File: config.mk
export PLATFORM = sky130hd
export DESIGN_NAME = sdcard_regfront
export DESIGN_NICKNAME = d
export VERILOG_FILES = /design/src/rtl/sdf_pkg.sv /design/src/rtl/sdf_regs.sv /design/src/rtl/sdf_cmd.sv /design/src/rtl/sdf_dat.sv /design/src/rtl/sdcard_regfront.sv
export SDC_FILE = /design/constraint.sdc
export NUM_CORES = 1
export LEC_CHECK = 0
export BUFFER_PORTS_ARGS = -buffer_cell sky130_fd_sc_hd__buf_4
export CORE_MARGIN = 2
export CORE_UTILIZATION = 25
export DETAILED_ROUTE_END_ITERATION = 10
export PLACE_DENSITY = 0.4
export SLEW_MARGIN = 5
export SYNTH_ARGS = -nofsm -noshare
export SYNTH_HDL_FRONTEND = slang
export SYNTH_HIERARCHICAL = 1
export SYNTH_SLANG_ARGS = --single-unit
File: constraint.sdc
create_clock -name clk -period 6.7 [get_ports clk]
set_clock_uncertainty 0.2 [all_clocks]
set_input_delay 0.335 -clock clk [delete_from_list [all_inputs] [get_ports clk]]
set_output_delay 0.335 -clock clk [all_outputs]
set_load 0.05 [all_outputs]
File: src/rtl/sdf_pkg.sv
`timescale 1ns/1ps
package sdf_pkg;
  localparam int unsigned CMD_BYTES = 6;
  localparam int unsigned IDX_W     = 6;
  localparam int unsigned RSP_SHORT = 4;
  localparam logic [7:0]  LONG_LEAD = 8'h3f;
  localparam logic [3:0]  PEND_MASK = 4'b1010;

  typedef enum logic [2:0] {
    OFS_DIV   = 3'd0,
    OFS_EN    = 3'd1,
    OFS_PEND  = 3'd2,
    OFS_START = 3'd3,
    OFS_CMD   = 3'd4,
    OFS_DAT   = 3'd5
  } reg_ofs_e;
endpackage

File: src/rtl/sdf_regs.sv
`timescale 1ns/1ps
module sdf_regs #(
  parameter int unsigned ADDR_W = 3,
  parameter int unsigned DATA_W = 32
) (
  input  logic              clk,
  input  logic              rst_n,
  input  logic              wr_en,
  input  logic [ADDR_W-1:0] addr,
  input  logic [DATA_W-1:0] wdata,
  output logic [DATA_W-1:0] rd_data
);
  import sdf_pkg::*;

  localparam logic [DATA_W-1:0] PMASK = DATA_W'(PEND_MASK);

  logic [DATA_W-1:0] div_q, en_q, pend_q, start_q;

  always_ff @(posedge clk) begin
    if (!rst_n) begin
      div_q   <= '0;
      en_q    <= '0;
      pend_q  <= '0;
      start_q <= '0;
    end else if (wr_en) begin
      if (addr == ADDR_W'(OFS_DIV))   div_q   <= wdata;
      if (addr == ADDR_W'(OFS_START)) start_q <= wdata;
      if (addr == ADDR_W'(OFS_EN)) begin
        en_q   <= wdata;
        pend_q <= wdata & PMASK;
      end
      // clearing the written bits is overridden by the recompute from enable
      if (addr == ADDR_W'(OFS_PEND)) pend_q <= en_q & PMASK;
    end
  end

  always_comb begin
    rd_data = '0;
    if (addr == ADDR_W'(OFS_DIV))   rd_data = div_q;
    if (addr == ADDR_W'(OFS_EN))    rd_data = en_q;
    if (addr == ADDR_W'(OFS_PEND))  rd_data = pend_q;
    if (addr == ADDR_W'(OFS_START)) rd_data = start_q;
  end

  AST_PEND_SUBSET_OF_EN: assert property (@(posedge clk) disable iff (!rst_n)
    (pend_q & ~(en_q & PMASK)) == '0);
  AST_PEND_ONLY_ON_WRITE: assert property (@(posedge clk) disable iff (!rst_n)
    !wr_en |=> $stable(pend_q));
endmodule

File: src/rtl/sdf_cmd.sv
`timescale 1ns/1ps
module sdf_cmd #(
  parameter int unsigned RSP_MAX = 16,
  parameter int unsigned LEN_W   = $clog2(RSP_MAX + 2)
) (
  input  logic                 clk,
  input  logic                 rst_n,
  input  logic                 card_present,
  input  logic                 req,
  input  logic                 we,
  input  logic [7:0]           wbyte,
  output logic                 ack,
  output logic [7:0]           rbyte,
  output logic                 cmd_req,
  output logic [5:0]           cmd_index,
  output logic [31:0]          cmd_arg,
  output logic [7:0]           cmd_crc,
  input  logic                 cmd_rsp_valid,
  input  logic [LEN_W-1:0]     cmd_rsp_len,
  input  logic [RSP_MAX*8-1:0] cmd_rsp_data
);
  import sdf_pkg::*;

  localparam int unsigned BUF_DEPTH = RSP_MAX + 1;
  localparam int unsigned WP_W      = $clog2(CMD_BYTES);

  logic [7:0]       cbuf [CMD_BYTES-1];
  logic [WP_W-1:0]  wptr_q;
  logic             wait_q, ignore_q, req_q;
  logic [IDX_W-1:0] idx_q;
  logic [31:0]      arg_q;
  logic [7:0]       crc_q;
  logic [7:0]       rbuf [BUF_DEPTH];
  logic [LEN_W-1:0] rlen_q, rptr_q, rptr_inc, framed_len;
  logic [7:0]       frame [BUF_DEPTH];
  logic             last, wr_hit, rd_hit, issue_start, store_byte, drop, rsp_take;

  assign last        = (wptr_q == WP_W'(CMD_BYTES - 1));
  assign wr_hit      = req & we & card_present;
  assign rd_hit      = req & ~we & card_present;
  assign drop        = wr_hit & ignore_q;
  assign store_byte  = wr_hit & ~ignore_q & ~last;
  assign issue_start = wr_hit & ~ignore_q & last & ~wait_q;
  assign rsp_take    = wait_q & cmd_rsp_valid;
  assign ack = req & (~we | ~card_present | ignore_q | ~last | rsp_take);

  // response framing
  assign frame[0] = (cmd_rsp_len == LEN_W'(RSP_MAX)) ? LONG_LEAD : {2'b00, idx_q};
  for (genvar i = 1; i < BUF_DEPTH; i++) begin : g_frame
    assign frame[i] = (LEN_W'(i - 1) < cmd_rsp_len) ? cmd_rsp_data[(i-1)*8 +: 8] : 8'h00;
  end

  always_comb begin
    framed_len = cmd_rsp_len;
    if (cmd_rsp_len == LEN_W'(RSP_MAX))   framed_len = LEN_W'(RSP_MAX + 1);
    if (cmd_rsp_len == LEN_W'(RSP_SHORT)) framed_len = LEN_W'(RSP_SHORT + 2);
  end

  assign rptr_inc = rptr_q + 1'b1;
  assign rbyte = !card_present ? 8'hff :
                 (rptr_q < LEN_W'(BUF_DEPTH)) ? rbuf[rptr_q] : 8'h00;

  always_ff @(posedge clk) begin
    if (!rst_n) begin
      wptr_q   <= '0;
      wait_q   <= 1'b0;
      ignore_q <= 1'b0;
      req_q    <= 1'b0;
      idx_q    <= '0;
      arg_q    <= '0;
      crc_q    <= '0;
      rlen_q   <= '0;
      rptr_q   <= '0;
      for (int k = 0; k < CMD_BYTES - 1; k++) cbuf[k] <= '0;
      for (int k = 0; k < BUF_DEPTH; k++)     rbuf[k] <= '0;
    end else begin
      req_q <= issue_start;
      if (store_byte) begin
        cbuf[wptr_q] <= wbyte;
        wptr_q       <= wptr_q + 1'b1;
      end
      if (drop) ignore_q <= 1'b0;
      if (issue_start) begin
        idx_q  <= cbuf[0][IDX_W-1:0];
        arg_q  <= {cbuf[1], cbuf[2], cbuf[3], cbuf[4]};
        crc_q  <= wbyte;
        wait_q <= 1'b1;
      end
      if (rsp_take) begin
        for (int k = 0; k < BUF_DEPTH; k++) rbuf[k] <= frame[k];
        rlen_q   <= framed_len;
        rptr_q   <= '0;
        wptr_q   <= '0;
        wait_q   <= 1'b0;
        ignore_q <= (idx_q == '0);
      end else if (rd_hit) begin
        rptr_q <= (rptr_inc > rlen_q) ? '0 : rptr_inc;
      end
    end
  end

  assign cmd_req   = req_q;
  assign cmd_index = idx_q;
  assign cmd_arg   = arg_q;
  assign cmd_crc   = crc_q;

  AST_CMD_STROBE_ONE: assert property (@(posedge clk) disable iff (!rst_n)
    cmd_req |=> !cmd_req);
  AST_WAIT_AT_LAST: assert property (@(posedge clk) disable iff (!rst_n)
    wait_q |-> last);
  AST_RPTR_IN_RANGE: assert property (@(posedge clk) disable iff (!rst_n)
    rptr_q <= rlen_q);
  AST_FRAME_LEN_MAX: assert property (@(posedge clk) disable iff (!rst_n)
    rlen_q <= LEN_W'(BUF_DEPTH));
  AST_DROP_CLEARS: assert property (@(posedge clk) disable iff (!rst_n)
    drop |=> !ignore_q && $stable(wptr_q));
  AST_NO_CARD_STILL: assert property (@(posedge clk) disable iff (!rst_n)
    (req && !card_present && !wait_q) |=> $stable(wptr_q) && $stable(rptr_q));
endmodule

File: src/rtl/sdf_dat.sv
`timescale 1ns/1ps
module sdf_dat #(
  parameter int unsigned DATA_W = 32
) (
  input  logic              clk,
  input  logic              rst_n,
  input  logic              card_present,
  input  logic              req,
  input  logic              we,
  input  logic [DATA_W-1:0] wdata,
  output logic              ack,
  output logic [DATA_W-1:0] rdata,
  output logic              tx_valid,
  input  logic              tx_ready,
  output logic [7:0]        tx_byte,
  input  logic              rx_valid,
  output logic              rx_ready,
  input  logic [7:0]        rx_byte
);
  localparam int unsigned BYTES = DATA_W / 8;
  localparam int unsigned CNT_W = $clog2(BYTES);

  logic [CNT_W-1:0]  cnt_q, sel;
  logic [DATA_W-9:0] shift_q;
  logic [DATA_W-1:0] tx_sh, rx_word;
  logic              active, beat, last;

  assign active   = req & card_present;
  assign tx_valid = active & we;
  assign rx_ready = active & ~we;
  assign sel      = CNT_W'(BYTES - 1) - cnt_q;
  assign tx_sh    = wdata >> {sel, 3'b000};
  assign tx_byte  = tx_sh[7:0];
  assign beat     = (tx_valid & tx_ready) | (rx_valid & rx_ready);
  assign last     = (cnt_q == CNT_W'(BYTES - 1));
  assign ack      = req & (~card_present | (beat & last));
  assign rx_word  = {shift_q, rx_byte};
  assign rdata    = card_present ? rx_word : '1;

  always_ff @(posedge clk) begin
    if (!rst_n) begin
      cnt_q   <= '0;
      shift_q <= '0;
    end else if (beat) begin
      cnt_q <= last ? '0 : cnt_q + 1'b1;
      if (rx_ready) shift_q <= rx_word[DATA_W-9:0];
    end
  end

  AST_TX_HOLD: assert property (@(posedge clk) disable iff (!rst_n)
    (tx_valid && !tx_ready) |=> tx_valid && $stable(tx_byte));
  AST_CNT_IDLE_ZERO: assert property (@(posedge clk) disable iff (!rst_n)
    !req |-> cnt_q == '0);
endmodule

File: src/rtl/sdcard_regfront.sv
`timescale 1ns/1ps
module sdcard_regfront #(
  parameter int unsigned ADDR_W  = 3,
  parameter int unsigned DATA_W  = 32,
  parameter int unsigned RSP_MAX = 16,
  parameter int unsigned LEN_W   = $clog2(RSP_MAX + 2)
) (
  input  logic                 clk,
  input  logic                 rst_n,
  input  logic                 card_present,
  input  logic                 bus_valid,
  output logic                 bus_ready,
  input  logic                 bus_we,
  input  logic [ADDR_W-1:0]    bus_addr,
  input  logic [DATA_W-1:0]    bus_wdata,
  output logic [DATA_W-1:0]    bus_rdata,
  output logic                 cmd_req,
  output logic [5:0]           cmd_index,
  output logic [31:0]          cmd_arg,
  output logic [7:0]           cmd_crc,
  input  logic                 cmd_rsp_valid,
  input  logic [LEN_W-1:0]     cmd_rsp_len,
  input  logic [RSP_MAX*8-1:0] cmd_rsp_data,
  output logic                 dat_tx_valid,
  input  logic                 dat_tx_ready,
  output logic [7:0]           dat_tx_byte,
  input  logic                 dat_rx_valid,
  output logic                 dat_rx_ready,
  input  logic [7:0]           dat_rx_byte
);
  import sdf_pkg::*;

  logic              sel_cmd, sel_dat;
  logic              cmd_ack, dat_ack;
  logic [7:0]        cmd_rbyte;
  logic [DATA_W-1:0] reg_rd, dat_rd;

  assign sel_cmd = (bus_addr == ADDR_W'(OFS_CMD));
  assign sel_dat = (bus_addr == ADDR_W'(OFS_DAT));

  sdf_regs #(.ADDR_W(ADDR_W), .DATA_W(DATA_W)) u_regs (
    .clk(clk), .rst_n(rst_n),
    .wr_en(bus_valid & bus_we & ~sel_cmd & ~sel_dat),
    .addr(bus_addr), .wdata(bus_wdata), .rd_data(reg_rd)
  );

  sdf_cmd #(.RSP_MAX(RSP_MAX), .LEN_W(LEN_W)) u_cmd (
    .clk(clk), .rst_n(rst_n), .card_present(card_present),
    .req(bus_valid & sel_cmd), .we(bus_we), .wbyte(bus_wdata[7:0]),
    .ack(cmd_ack), .rbyte(cmd_rbyte),
    .cmd_req(cmd_req), .cmd_index(cmd_index), .cmd_arg(cmd_arg), .cmd_crc(cmd_crc),
    .cmd_rsp_valid(cmd_rsp_valid), .cmd_rsp_len(cmd_rsp_len), .cmd_rsp_data(cmd_rsp_data)
  );

  sdf_dat #(.DATA_W(DATA_W)) u_dat (
    .clk(clk), .rst_n(rst_n), .card_present(card_present),
    .req(bus_valid & sel_dat), .we(bus_we), .wdata(bus_wdata),
    .ack(dat_ack), .rdata(dat_rd),
    .tx_valid(dat_tx_valid), .tx_ready(dat_tx_ready), .tx_byte(dat_tx_byte),
    .rx_valid(dat_rx_valid), .rx_ready(dat_rx_ready), .rx_byte(dat_rx_byte)
  );

  assign bus_ready = sel_cmd ? cmd_ack : (sel_dat ? dat_ack : bus_valid);
  assign bus_rdata = sel_cmd ? {{(DATA_W-8){1'b0}}, cmd_rbyte} : (sel_dat ? dat_rd : reg_rd);

  AST_READY_NEEDS_VALID: assert property (@(posedge clk) disable iff (!rst_n)
    bus_ready |-> bus_valid);
  AST_CMD_WAIT_FOR_CARD: assert property (@(posedge clk) disable iff (!rst_n)
    cmd_req |-> !(bus_valid && sel_cmd && bus_ready && !cmd_rsp_valid));
endmodule

---- After elaboration in Yosys (flattened, before gate mapping) ----
Memory sizes are Yosys's and may differ from the RTL's. A register that Yosys moved wholly into a read port is not among the register bits.
Index checks and enable logic that the tools add are counted.
word-level totals
  flip-flop bits (word level) ............. 178
  memory bits (writable) .................. 176
  input bits .............................. 184
  output and inout port bits .............. 90
  logic and storage cells ................. 182
  memories ................................ 2
memory list
  memory      words  bits a word  read ports  clocked after Yosys merged registers in  write ports  line           RTL
  u_cmd.rbuf  17     8            1           1                                        17           sdf_cmd.sv:33  logic [7:0] rbuf [BUF_DEPTH];
  u_cmd.cbuf  5      8            5           5                                        5            sdf_cmd.sv:27  logic [7:0] cbuf [CMD_BYTES-1];
cells by class
  $add $sub $neg .......................... 4
  magnitude comparators ................... 18
  eq/ne operators ......................... 9
  shifts and indexed selects .............. 1
  multiplexer cells ....................... 65
  bitwise gates (word level) .............. 54
  reductions and logical operators ........ 16
operators by type and width
  kind                                                       count
  two-way mux 32 bit                                         9
  two-way mux 8 bit                                          36
  less-than comparator 4 x 5 -> 1 bit, first input constant  8
  >> shifter 32 x 5 -> 8 bit                                 1
  two-way mux 5 bit                                          5
  bitwise AND 1 bit                                          23
  bitwise OR 1 bit                                           23
  less-than comparator 3 x 5 -> 1 bit, first input constant  4
  two-way mux 1 bit                                          12
  less-than comparator 1 x 5 -> 1 bit, first input constant  2
  less-than comparator 2 x 5 -> 1 bit, first input constant  2
  AND reduction 2 bit                                        5
  == test 3 bit, second input constant                       3
  inverter 1 bit                                             8
  OR reduction 8 bit                                         1
  == test 3 x 2 -> 1 bit, second input constant              2
  logical NOT 6 bit                                          1
  two-way mux 6 bit                                          1
  adder 5 x 1 -> 5 bit, second input constant                1
  == test 5 x 3 -> 1 bit, second input constant              1
  == test 5 bit, second input constant                       1
  greater-than comparator 5 bit                              1
  logical NOT 1 bit                                          5
  less-than comparator 5 bit, second input constant          1
  other kinds (10)                                           11

---- Longest topological paths before layout ----
Gate-level depths: netlist of run 1.
  word-level depth ........................ 11
  depth in mapped cells ................... 12
  depth with buffers taken out ............ 9

---- By module ----
The synthesis of run 1 kept the hierarchy.
by module, submodules not included
  module           times used  cells an instance  area each (sq um)  sequential area each (sq um)
  sdf_cmd          1           825                10382.5            6506.2
  sdf_regs         1           545                4463.0             1961.9
  sdf_dat          1           162                1412.6             520.5
  sdcard_regfront  1           103                730.7              0.0

---- Least setup slack after synthesis of run 1 ----
Ideal clock, no wire load.
  kind .................................... register to register
  start ................................... register u_cmd.wait_q
  end ..................................... register with a tool-made name
  library setup time ...................... 0.133 ns
  arrival time ............................ 4.011 ns
  data required time ...................... 6.367 ns
  slack ................................... 2.357 ns
  cell stages (with the launch flop) ...... 7
  buffers on the path ..................... 0
  period minus slack after synthesis ...... 4.343 ns
  cell sequence ........................... dfxtp_1 nand2_1 and2_1 inv_1 nor2_1 nand2_1 o21ai_0
RTL lines
  item                    line           RTL
  from (decl)             sdf_cmd.sv:29  logic wait_q, ignore_q, req_q;
  from (signal assigned)  sdf_cmd.sv:66  wait_q <= 1'b0;
  from (signal assigned)  sdf_cmd.sv:87  wait_q <= 1'b1;
  from (signal assigned)  sdf_cmd.sv:94  wait_q <= 1'b0;

==> reports/metrics.yaml, run 1 <==
logic_synthesis:
  seq_total_area_yosys_pct: 52.9
  syn_inst: 1635
  synth.lib_cells_used.distinct: 69
  synth.ff_latch_count: 363
  ys_async_sr_fraction_pct: 0
  post_syn_nets: 1828
  synth_area_sq_um: 17000
  syn_avg_cell_area_sq_um: 10.4
  dominantRegCellSynth: "sky130_fd_sc_hd__dfxtp_1"
  synth-edff-count: 172
  synth.yosys.warnings: 6
power_and_ir_drop:
  p_sw_mw: 1.19
  power.share.switching_pct: 23.0
  power_report.internal_total_mw: 3.99
  maximum_vdd_ir_drop_uv: 135
  pwr_density_cell_nw_per_um2: 228
  seqPwrFrac_pct: 45.9
  comb_power_share_pct: 8.5
  static_leakage_power_nw: 8.51
  total_power_mw: 5.18
  clock_power_share_pct: 45.6
sta:
  max_slew.worst_pin.slew_ns: 1.13
  period_minus_slack_ns: 4.38
  setup_violating_endpoint_count_in_the_final_report: 0
  fin_setup_tns_ns: 0
  whs_ns: 0.0575
  maxSlewHeadroom_pct: 23.9
  achievable-frequency_mhz: 228
  fin_crit_sh_pct: 65.3
  hold_violations: 0
  grt_setup_unrepaired: "false"
  max_slew_violation_count: 0
  final_critical_path_setup_slack_ns: 2.32
clocking:
  tritoncts.num_buffers: 44
  cts_tree: "built"
  cts.path.max_buffers: 3
  cts_repair_resize_count: 0
  root_buffer: "sky130_fd_sc_hd__clkbuf_16"
  cts.hold.buffers_added: 175
  clk-insertion-delay-late_ns: 0.56
  post_cts_buffers: 0
  clock_sink_count: 363
  clk_pin_slew_worst_paths_ns: 0.06
  htreeDepth: 2
detailed_routing:
  detailedRoute.firstIterationViolations: 941
  drc: 0
  route.final.wire_length_mm: 58.6
  via_count: 13466
  vias_per_cell: 4.59
  iteration_count_of_the_initial_detailed_routing_pass: 5
  antenna_left: 0
  wl_per_cell_um: 20.0
critical_path:
  reg2reg_setup_slack_ns: 3.61
  capture_point_of_the_worst_path: "bus_rdata[6]"
  worstSetupPathDepth: 6
  worst-path-buf-inv: 1
  r2r-start: "u_cmd/wait_q"
  crit_path_top_delay_cell: "sky130_fd_sc_hd__a2111oi_0"
  critical_path_required_ns: 6.16
  critPathArrivalTime_ns: 3.84
  rr_worst_depth: 4
  crit_top_cell: "sky130_fd_sc_hd__mux2_4"
  slowest_delay_ns: 0.85
  largest_fanout_on_the_critical_path: 19
  worstPathCellList: "mux4_2, a2111oi_0, o41ai_1, mux2_4, mux2_4, buf_4"
  critical_path.startpoint_type: "register"
  worst_r2r_endpoint: "u_cmd/rbuf[5][2]"
  top_cell_family_by_delay_on_the_critical_path: "multiplexers"
  worst_setup_path_end_kind: "output port"
  timing.setup.critical_path_class: "register to output port"
floorplan:
  num_rows: 95
  design.portCount: 274
  floorplan.initialDensity_pct: 25.3
  core-area_sq_um: 67300
  fp.dieW_um: 265
  die_height_um: 265
  floorplan_die_area_sq_um: 70100
finish:
  fraction_of_final_layout_cells_sized_beyond_drive_strength_1_pct: 24.0
  area_growth_pct: 33.9
  final_cell_count_no_fill: 2934
  nNetsFinal: 2224
min_path:
  min_from: "cmd_rsp_len[4]"
  hold_path.class: "input pin to register"
grt:
  grt_pass1_wl_mm: 87.1
  first_global_vias: 13798
  grtUsageTotal_pct: 16.4
  grt_max_degree: 78
  number_of_antenna_violations_at_the_first_check_in_global_routing: 6
  overflow: 0
placement:
  port_buf_inserts: 273
  detailed_place_hpwl_mm: 39.7
  finalWeightedCongestion: 0.764
  place_inst: 2683
  post-place-ws_ns: 2.75
run:
  max_capacitance_violation_total: 0
status:
  status: "finished clean"
[cell usage in the layout, fill, tap and decap left out, drive strengths merged, types with 42 or more instances in the layout]
cell type / count
dlygate4sd3: 175
nor2: 66
a21boi: 48
buf: 287
a22oi: 42
mux2: 54
clkbuf: 64
and2: 157
edfxtp: 172
nand2: 353
a21oi: 126
dfxtp: 191
[routing by layer]
| metal | routed length, um | vias to the layer above | GRT usage, % |
|---|---|---|---|
| met1 | 27200 | 6643 | 22.7 |
| met2 | 27400 | 301 | 26.7 |
| li1 | - | 6433 | - |
| met5 | 28 | - | 0 |
| met4 | 1220 | 6 | 4.17 |
| met3 | 2790 | 83 | 2.91 |
[flip-flops by register name (all words and copies together) (netlist names), 6 cells and up, named ones only]
signal and count:
u_cmd/cbuf 38, u_cmd/cmd_arg 32, u_cmd/cmd_crc 8, u_cmd/cmd_index 6, u_cmd/rbuf 134, u_dat/shift_q 24, u_regs/div_q 32, u_regs/en_q 32
u_regs/start_q 32
[area by class of cell]
type | count | area (sq um)
diodes | 1 | 2.50
clock buffers | 64 | 1280
clock inverters | 11 | 123
fillers | 6889 | 44500
inverters | 36 | 138
multi-input cells | 1124 | 7220
flip-flops and latches | 363 | 8990
well taps | 873 | 1090
repair buffers | 462 | 3910
[power by group through the flow]
stage,Combinational (mW),Sequential (mW),Clock [mW]
finish,0.441,2.38,2.37
global route,0.473,2.38,2.52
CTS,0.449,2.38,2.44
detailed placement,0.365,2.42,0
global placement,0.365,2.43,0
floorplan,0.179,2.42,0
[synth_stat cells (8+ instances only)]
master | n | area [sq um]
sky130_fd_sc_hd__a21boi_0 | 8 | 60.1
sky130_fd_sc_hd__a21boi_1 | 40 | 300
sky130_fd_sc_hd__a21oi_1 | 105 | 526
sky130_fd_sc_hd__a21oi_2 | 21 | 184
sky130_fd_sc_hd__a22oi_1 | 42 | 315
sky130_fd_sc_hd__and2_1 | 157 | 982
sky130_fd_sc_hd__and3_1 | 19 | 119
sky130_fd_sc_hd__buf_2 | 32 | 160
sky130_fd_sc_hd__buf_4 | 17 | 128
sky130_fd_sc_hd__buf_6 | 14 | 158
sky130_fd_sc_hd__clkbuf_1 | 44 | 165
sky130_fd_sc_hd__dfxtp_1 | 191 | 3820
sky130_fd_sc_hd__edfxtp_1 | 172 | 5160
sky130_fd_sc_hd__ha_1 | 9 | 113
sky130_fd_sc_hd__inv_1 | 35 | 131
sky130_fd_sc_hd__mux2_2 | 50 | 563
sky130_fd_sc_hd__mux2i_1 | 33 | 330
sky130_fd_sc_hd__mux4_2 | 36 | 811
sky130_fd_sc_hd__nand2_1 | 333 | 1250
sky130_fd_sc_hd__nand2_2 | 20 | 125
sky130_fd_sc_hd__nand2b_1 | 36 | 225
sky130_fd_sc_hd__nand3_1 | 34 | 170
sky130_fd_sc_hd__nor2_1 | 65 | 244
sky130_fd_sc_hd__nor2b_1 | 11 | 68.8
sky130_fd_sc_hd__o21ai_0 | 29 | 145
[cell families after synthesis]
kind of cell | share of synthesized area [%]
AND/OR/NAND/NOR | 20.7
XOR/XNOR | 0.309
adder cells (fa/ha/maj) | 0.663
flip-flops | 52.9
buffers and inverters | 4.76
AO/OA/AOI/OAI | 10.3
multiplexers | 10.4
[worst min path at each step]
stage	slack, ns	cells past startpoint	endpoint
2_1_floorplan	0.22	2	u_dat/shift_q[23]
3_3_place_gp	0.24	2	u_dat/shift_q[23]
3_5_place_dp	0.24	2	u_dat/shift_q[23]
4_1_cts	0.008	2	u_cmd/rbuf[16][4]
5_1_grt	0.04	2	u_cmd/rbuf[16][0]
6_report	0.06	2	u_cmd/rbuf[16][4]
[metrics by stage]
step	area [sq um]	utilization (%)
after floorplan	17000	-
after global placement	19600	29.1
after detailed placement	19600	29.1
after CTS	22700	33.8
after global routing	22700	33.8
final	22700	33.8
Note: power is estimated with default switching activity, not from simulation.
==> run 2, diff against run 1 <==
- clock period: 6.7 -> 4.6 ns (I/O delays scaled with it)
==> reports/metrics.yaml, run 2 (same netlist as run 1, synthesis figures left out) <==
status:
  status: "finished clean"
critical_path:
  critPathArrivalTime_ns: 3.80  # -0.04 ns
  slowest_delay_ns: 0.63  # -0.22 ns
  crit_path_top_delay_cell: "sky130_fd_sc_hd__dfxtp_2"
  worst-path-buf-inv: 2  # +1
  critical_path.startpoint_type: "register"
  worst_setup_path_end_kind: "output port"
  timing.setup.critical_path_class: "register to output port"
  worstPathCellList: "buf_4, mux4_2, a2111oi_0, o41ai_1, mux2_4, mux2_4, buf_4"
  critical_path_required_ns: 4.17  # -1.99 ns
  top_cell_family_by_delay_on_the_critical_path: "multiplexers"
  largest_fanout_on_the_critical_path: 25  # +6
finish:
  fraction_of_final_layout_cells_sized_beyond_drive_strength_1_pct: 24.2  # +0.18 points
  top_register: "u_cmd/rbuf"
  finalInstanceArea_sq_um: 23100  # +1.4%
  area_growth_pct: 35.8
  nNetsFinal: 2248  # +1.1%
  top_regs: "u_cmd/rbuf: 134 flops, u_cmd/cbuf: 38 flops"
  mostFrequentLayoutCell: "sky130_fd_sc_hd__nand2_1"
  finalCoreUtilization_pct: 34.3  # +0.48 points
  layout.cells.most_common_list: "sky130_fd_sc_hd__nand2_1 (333), sky130_fd_sc_hd__buf_4 (291), sky130_fd_sc_hd__dlygate4sd3_1 (193)"
  largest_reg_flops: 134  # unchanged
sta:
  final_critical_path_setup_slack_ns: 0.367  # -1.96 ns
  hold_violations: 0  # unchanged
  fin_setup_tns_ns: 0  # unchanged
  setup_violating_endpoint_count_in_the_final_report: 0  # unchanged
  achievable-frequency_mhz: 236
  period_minus_slack_ns: 4.23
  fin_crit_sh_pct: 92.0
  maxSlewHeadroom_pct: 29.9  # +6.0 points
  max_slew.worst_pin.slew_ns: 1.04  # -0.0896 ns
  grt_setup_unrepaired: "false"
  max_slew_violation_count: 0  # unchanged
  whs_ns: 0.0826  # +0.0251 ns
detailed_routing:
  via_count: 13457  # -0.067%
  route.final.wire_length_mm: 58.9  # +0.59%
  iteration_count_of_the_initial_detailed_routing_pass: 5  # unchanged
  wl_per_cell_um: 19.9  # -0.46%
  detailedRoute.firstIterationViolations: 714  # -24%
  antenna_left: 0  # unchanged
  vias_per_cell: 4.54  # -1.1%
  drc: 0  # unchanged
grt:
  grt_max_degree: 61  # -22%
  number_of_antenna_violations_at_the_first_check_in_global_routing: 4  # -2
  overflow: 0  # unchanged
  first_global_vias: 13907  # +0.79%
  grt_pass1_wl_mm: 87.2  # about the same
  grtUsageTotal_pct: 16.5  # +0.051 points
power_and_ir_drop:
  power_report.internal_total_mw: 5.96  # +49%
  maximum_vdd_ir_drop_uv: 238  # +76%
  static_leakage_power_nw: 8.67  # +1.8%
  clock_power_share_pct: 47.0  # +1.4 points
  seqPwrFrac_pct: 44.6  # -1.3 points
  p_sw_mw: 1.80  # +51%
  power.share.switching_pct: 23.2  # +0.19 points
  pwr_density_cell_nw_per_um2: 336  # +48%
  comb_power_share_pct: 8.4  # about the same
floorplan:
  design.portCount: 274  # unchanged
  core-area_sq_um: 67300  # unchanged
  fp.dieW_um: 265  # unchanged
  die_height_um: 265  # unchanged
  num_rows: 95  # unchanged
  floorplan_die_area_sq_um: 70100  # unchanged
  floorplan.initialDensity_pct: 25.3  # unchanged
clocking:
  clk_pin_slew_worst_paths_ns: 0.06  # about the same
  cts_tree: "built"
  cts.hold.buffers_added: 193  # +10%
  root_buffer: "sky130_fd_sc_hd__clkbuf_16"
  cts.path.max_buffers: 3  # unchanged
  clock_sink_count: 363  # unchanged
  htreeDepth: 2  # unchanged
  tritoncts.num_buffers: 46  # +4.5%
  post_cts_buffers: 0  # unchanged
  cts_repair_resize_count: 0  # unchanged
  clk-insertion-delay-late_ns: 0.58  # +0.02 ns
min_path:
  hold_path.class: "input pin to register"
run:
  max_capacitance_violation_total: 0  # unchanged
placement:
  post-place-ws_ns: 0.857  # -1.90 ns
  dpl_cell_area_sq_um: 19600  # +0.15%
  detailed_place_hpwl_mm: 40.3  # +1.5%
  port_buf_inserts: 273  # unchanged
  finalWeightedCongestion: 0.765  # about the same
[run 2: layout make-up]
type                    instances  area [sq um]
inverters                      36           138
clock buffers                  63          1280
multi-input cells            1124          7220
diodes                          2          5.00
repair buffers                484          4120
clock inverters                20           236
fillers                      6839         44200
well taps                     873          1090
flip-flops and latches        363          8990
[run 2: routing by layer]
layer	wire length [um]	GRT usage [%]	vias to the layer above
li1	-	-	6507
met1	27200	22.7	6561
met2	27700	27.1	320
met3	2720	2.61	65
met4	1210	4.06	4
met5	27	0	-
[run 2: path summary, 6_finish.rpt]
path | from | end | slack (ns) | cells past startpoint
max | register | bus_rdata[6] | 0.37 | 7
min | dat_rx_valid | u_dat/shift_q[20] | 0.08 | 3
max reg2reg | u_cmd/wait_q | u_cmd/rbuf[8][3] | 1.85 | 4
min reg2reg | u_dat/shift_q[23] | u_dat/shift_q[23] | 0.25 | 2
[run 2: power by group through the flow]
stage / clock [mW] / sequential, mW / combinational [mW]
after global routing: 3.87 / 3.47 / 0.695
after detailed placement: 0 / 3.53 / 0.535
after CTS: 3.76 / 3.46 / 0.661
after floorplan: 0 / 3.52 / 0.261
final: 3.65 / 3.46 / 0.650
after global placement: 0 / 3.53 / 0.535
[run 2: per-stage QoR]
step	total power, mW	instances
after detailed placement	4.07	2687
after global routing	8.04	2965
after CTS	7.89	2963
after floorplan	3.78	1635
final	7.76	2965
after global placement	4.07	2687
[run 2: worst register-to-register path, cell delays in order, from the launching register on]
cell                      delay, ns
sky130_fd_sc_hd__dfxtp_1       0.45
sky130_fd_sc_hd__nand2_1       0.17
sky130_fd_sc_hd__and2_1        0.29
sky130_fd_sc_hd__inv_4         0.53
sky130_fd_sc_hd__buf_4         0.71
==> run 3, diff against run 2 <==
- BUFFER_PORTS_ARGS: -buffer_cell sky130_fd_sc_hd__buf_4 -> default
- CELL_PAD_IN_SITES_DETAIL_PLACEMENT: default -> 1
- CELL_PAD_IN_SITES_GLOBAL_PLACEMENT: default -> 1
- CORE_UTILIZATION: 25 -> 35
- DONT_BUFFER_PORTS: default -> 1
- PLACE_DENSITY: 0.4 -> 0.57
==> reports/metrics.yaml, run 3 (same netlist as run 1, synthesis figures left out) <==
placement:
  finalWeightedCongestion: 0.757  # -1.1%
  port_buf_inserts: 0  # -100%
  detailed_place_hpwl_mm: 36.2  # -10%
grt:
  number_of_antenna_violations_at_the_first_check_in_global_routing: 6  # +2
  grt_busiest_layer: "met2"
  first_global_vias: 13523  # -2.8%
  globalRouteMet3Util_pct: 5.25  # +2.6 points
  grt_util_met1_pct: 29.2  # +6.5 points
  grt_max_degree: 100  # +64%
  grtUsageTotal_pct: 22.3  # +5.8 points
  routing_usage_on_met2_pct: 36.5  # +9.4 points
  overflow: 0  # unchanged
  grt_pass1_wl_mm: 84.6  # -3.1%
power_and_ir_drop:
  total_power_mw: 7.41  # -4.6%
  static_leakage_power_nw: 7.41  # -15%
  maximum_vdd_ir_drop_uv: 224  # -6.1%
  pwr_density_cell_nw_per_um2: 354  # +5.2%
critical_path:
  r2r-start: "u_cmd/wait_q"
  worst_r2r_endpoint: "u_cmd/rbuf[5][1]"
  timing.setup.critical_path_class: "register to output port"
  capture_point_of_the_worst_path: "bus_rdata[5]"
  reg2reg_setup_slack_ns: 1.68  # -0.17 ns
  critPathArrivalTime_ns: 3.67  # -0.13 ns
  critical_path_required_ns: 4.17  # about the same
  worstPathCellList: "buf_4, mux4_2, a22oi_1, a21oi_1, a21oi_1, o21ai_1, mux2_2, mux2_2"
  largest_fanout_on_the_critical_path: 28  # +12%
  worst_setup_path_end_kind: "output port"
  top_cell_family_by_delay_on_the_critical_path: "multiplexers"
  worstSetupPathDepth: 8  # +1
  rr_worst_depth: 5  # +1
  slowest_delay_ns: 0.57  # -0.06 ns
  worst-path-buf-inv: 1  # -1
  crit_path_top_delay_cell: "sky130_fd_sc_hd__mux4_2"
  critical_path.startpoint_type: "register"
finish:
  fraction_of_final_layout_cells_sized_beyond_drive_strength_1_pct: 12.9  # -11 points
  nNetsFinal: 2002  # -11%
  largest_reg_flops: 134  # unchanged
  fillers: 5199  # -24%
  finalCoreUtilization_pct: 43.8  # +9.5 points
  layout.cells.most_common_list: "sky130_fd_sc_hd__nand2_1 (333), sky130_fd_sc_hd__dlygate4sd3_1 (215), sky130_fd_sc_hd__dfxtp_1 (190)"
  top_regs: "u_cmd/rbuf: 134 flops, u_cmd/cbuf: 38 flops"
  mostFrequentLayoutCell: "sky130_fd_sc_hd__nand2_1"
  area_growth_pct: 23.2
  top_register: "u_cmd/rbuf"
floorplan:
  floorplan_die_area_sq_um: 50300  # -28%
  core-area_sq_um: 47800  # -29%
  design.portCount: 274  # unchanged
  num_rows: 80  # -16%
  fp.dieW_um: 224  # -15%
  floorplan.initialDensity_pct: 35.5  # +10 points
  die_height_um: 224  # -15%
clocking:
  clk_pin_slew_worst_paths_ns: 0.06  # about the same
  tritoncts.num_buffers: 44  # -4.3%
  cts.path.max_buffers: 3  # unchanged
  htreeDepth: 2  # unchanged
  root_buffer: "sky130_fd_sc_hd__clkbuf_16"
  clk-insertion-delay-late_ns: 0.57  # about the same
  cts_tree: "built"
  cts_repair_resize_count: 0  # unchanged
  clock_sink_count: 363  # unchanged
status:
  status: "finished clean"
sta:
  max_slew_violation_count: 0  # unchanged
  hold_violations: 0  # unchanged
  period_minus_slack_ns: 4.10  # -0.133 ns
  grt_setup_unrepaired: "false"
  fin_setup_tns_ns: 0  # unchanged
  max_slew.worst_pin.slew_ns: 1.21  # +0.168 ns
  achievable-frequency_mhz: 244  # +3.3%
  maxSlewHeadroom_pct: 17.0  # -13 points
  setup_violating_endpoint_count_in_the_final_report: 0  # unchanged
  fin_crit_sh_pct: 89.1  # -2.9 points
detailed_routing:
  detailedRoute.firstIterationViolations: 745  # +4.3%
  via_count: 12851  # -4.5%
  iteration_count_of_the_initial_detailed_routing_pass: 5  # unchanged
  antenna_left: 0  # unchanged
  drc: 0  # unchanged
  wl_per_cell_um: 23.1  # +16%
  route.final.wire_length_mm: 56.9  # -3.4%
  vias_per_cell: 5.22  # +15%
min_path:
  hold_path.class: "input pin to register"
run:
  max_capacitance_violation_total: 0  # unchanged
run 3: cell types whose count changed in the layout (fill, tap and decap cells not counted), moves of 2 or more:
cell and change:
sky130_fd_sc_hd__buf_4 -268, sky130_fd_sc_hd__clkbuf_1 -3, sky130_fd_sc_hd__clkbuf_16 -2, sky130_fd_sc_hd__clkinvlp_4 -3, sky130_fd_sc_hd__clkbuf_8 +5, sky130_fd_sc_hd__inv_6 -2, sky130_fd_sc_hd__clkinv_2 +4, sky130_fd_sc_hd__bufinv_16 -2
sky130_fd_sc_hd__dlygate4sd3_1 +22
run 3: where the power goes:
group,switching [mW],internal (mW),total (mW)
Sequential,0.0255,3.44,3.46
Clock,1.39,2.10,3.49
Combinational,0.259,0.199,0.458
Total,1.67,5.74,7.41
run 3: worst register-to-register path, stage by stage, from the launching register on:
cell,delay (ns)
sky130_fd_sc_hd__dfxtp_1,0.44
sky130_fd_sc_hd__and2_1,0.36
sky130_fd_sc_hd__nand2_1,0.53
sky130_fd_sc_hd__nor2_1,0.70
sky130_fd_sc_hd__a31o_2,0.35
sky130_fd_sc_hd__and2_1,0.20
run 3: per-layer routing:
layer	vias to the layer above	wire, um	part of all wire, %
met5	-	0	0
met4	0	1370	2.4
met1	6449	25200	44
met2	307	27000	47
li1	6011	-	-
met3	84	3390	6.0
run 3: area by class of cell:
class	instances	area [sq um]	share of cell area, %
inverter	36	138	0.657
timing repair buffer	240	2370	11.3
clock buffer	63	1280	6.13
multi-input combinational	1124	7220	34.5
antenna	2	5.00	0.0239
clock inverter	17	156	0.747
tap	615	769	3.68
sequential	363	8990	42.9
run 3: how the worst min path moves through the flow:
stage                    from               end  slack [ns]  cells after the start
2_1_floorplan  dat_rx_byte[0]  u_dat/shift_q[0]        0.16                      2
3_3_place_gp   dat_rx_byte[7]  u_dat/shift_q[7]        0.17                      2
3_5_place_dp   dat_rx_byte[2]  u_dat/shift_q[2]        0.17                      2
4_1_cts                bus_we  u_regs/pend_q[1]       0.007                      5
5_1_grt                bus_we  u_regs/pend_q[1]        0.05                      5
6_report               bus_we  u_regs/pend_q[1]        0.05                      5
run 3: stage by stage:
| stage | cell area (sq um) | std cells | worst slack [ns] | hold WS (ns) |
|---|---|---|---|---|
| finish | 20900 | 2460 | 0.500 | 0.0460 |
| global route | 20900 | 2458 | 0.292 | 0.0497 |
| CTS | 20900 | 2458 | 0.453 | 0.00658 |
| detailed placement | 17300 | 2162 | 1.08 | 0.170 |
| global placement | 17300 | 2162 | 1.10 | 0.166 |
| floorplan | 17000 | 1635 | 0.257 | 0.160 |
run 3: what timing repair did:
item,CTS,global route
setup buffers,0,0
hold endpoints to repair,386,0
hold buffers,216,0
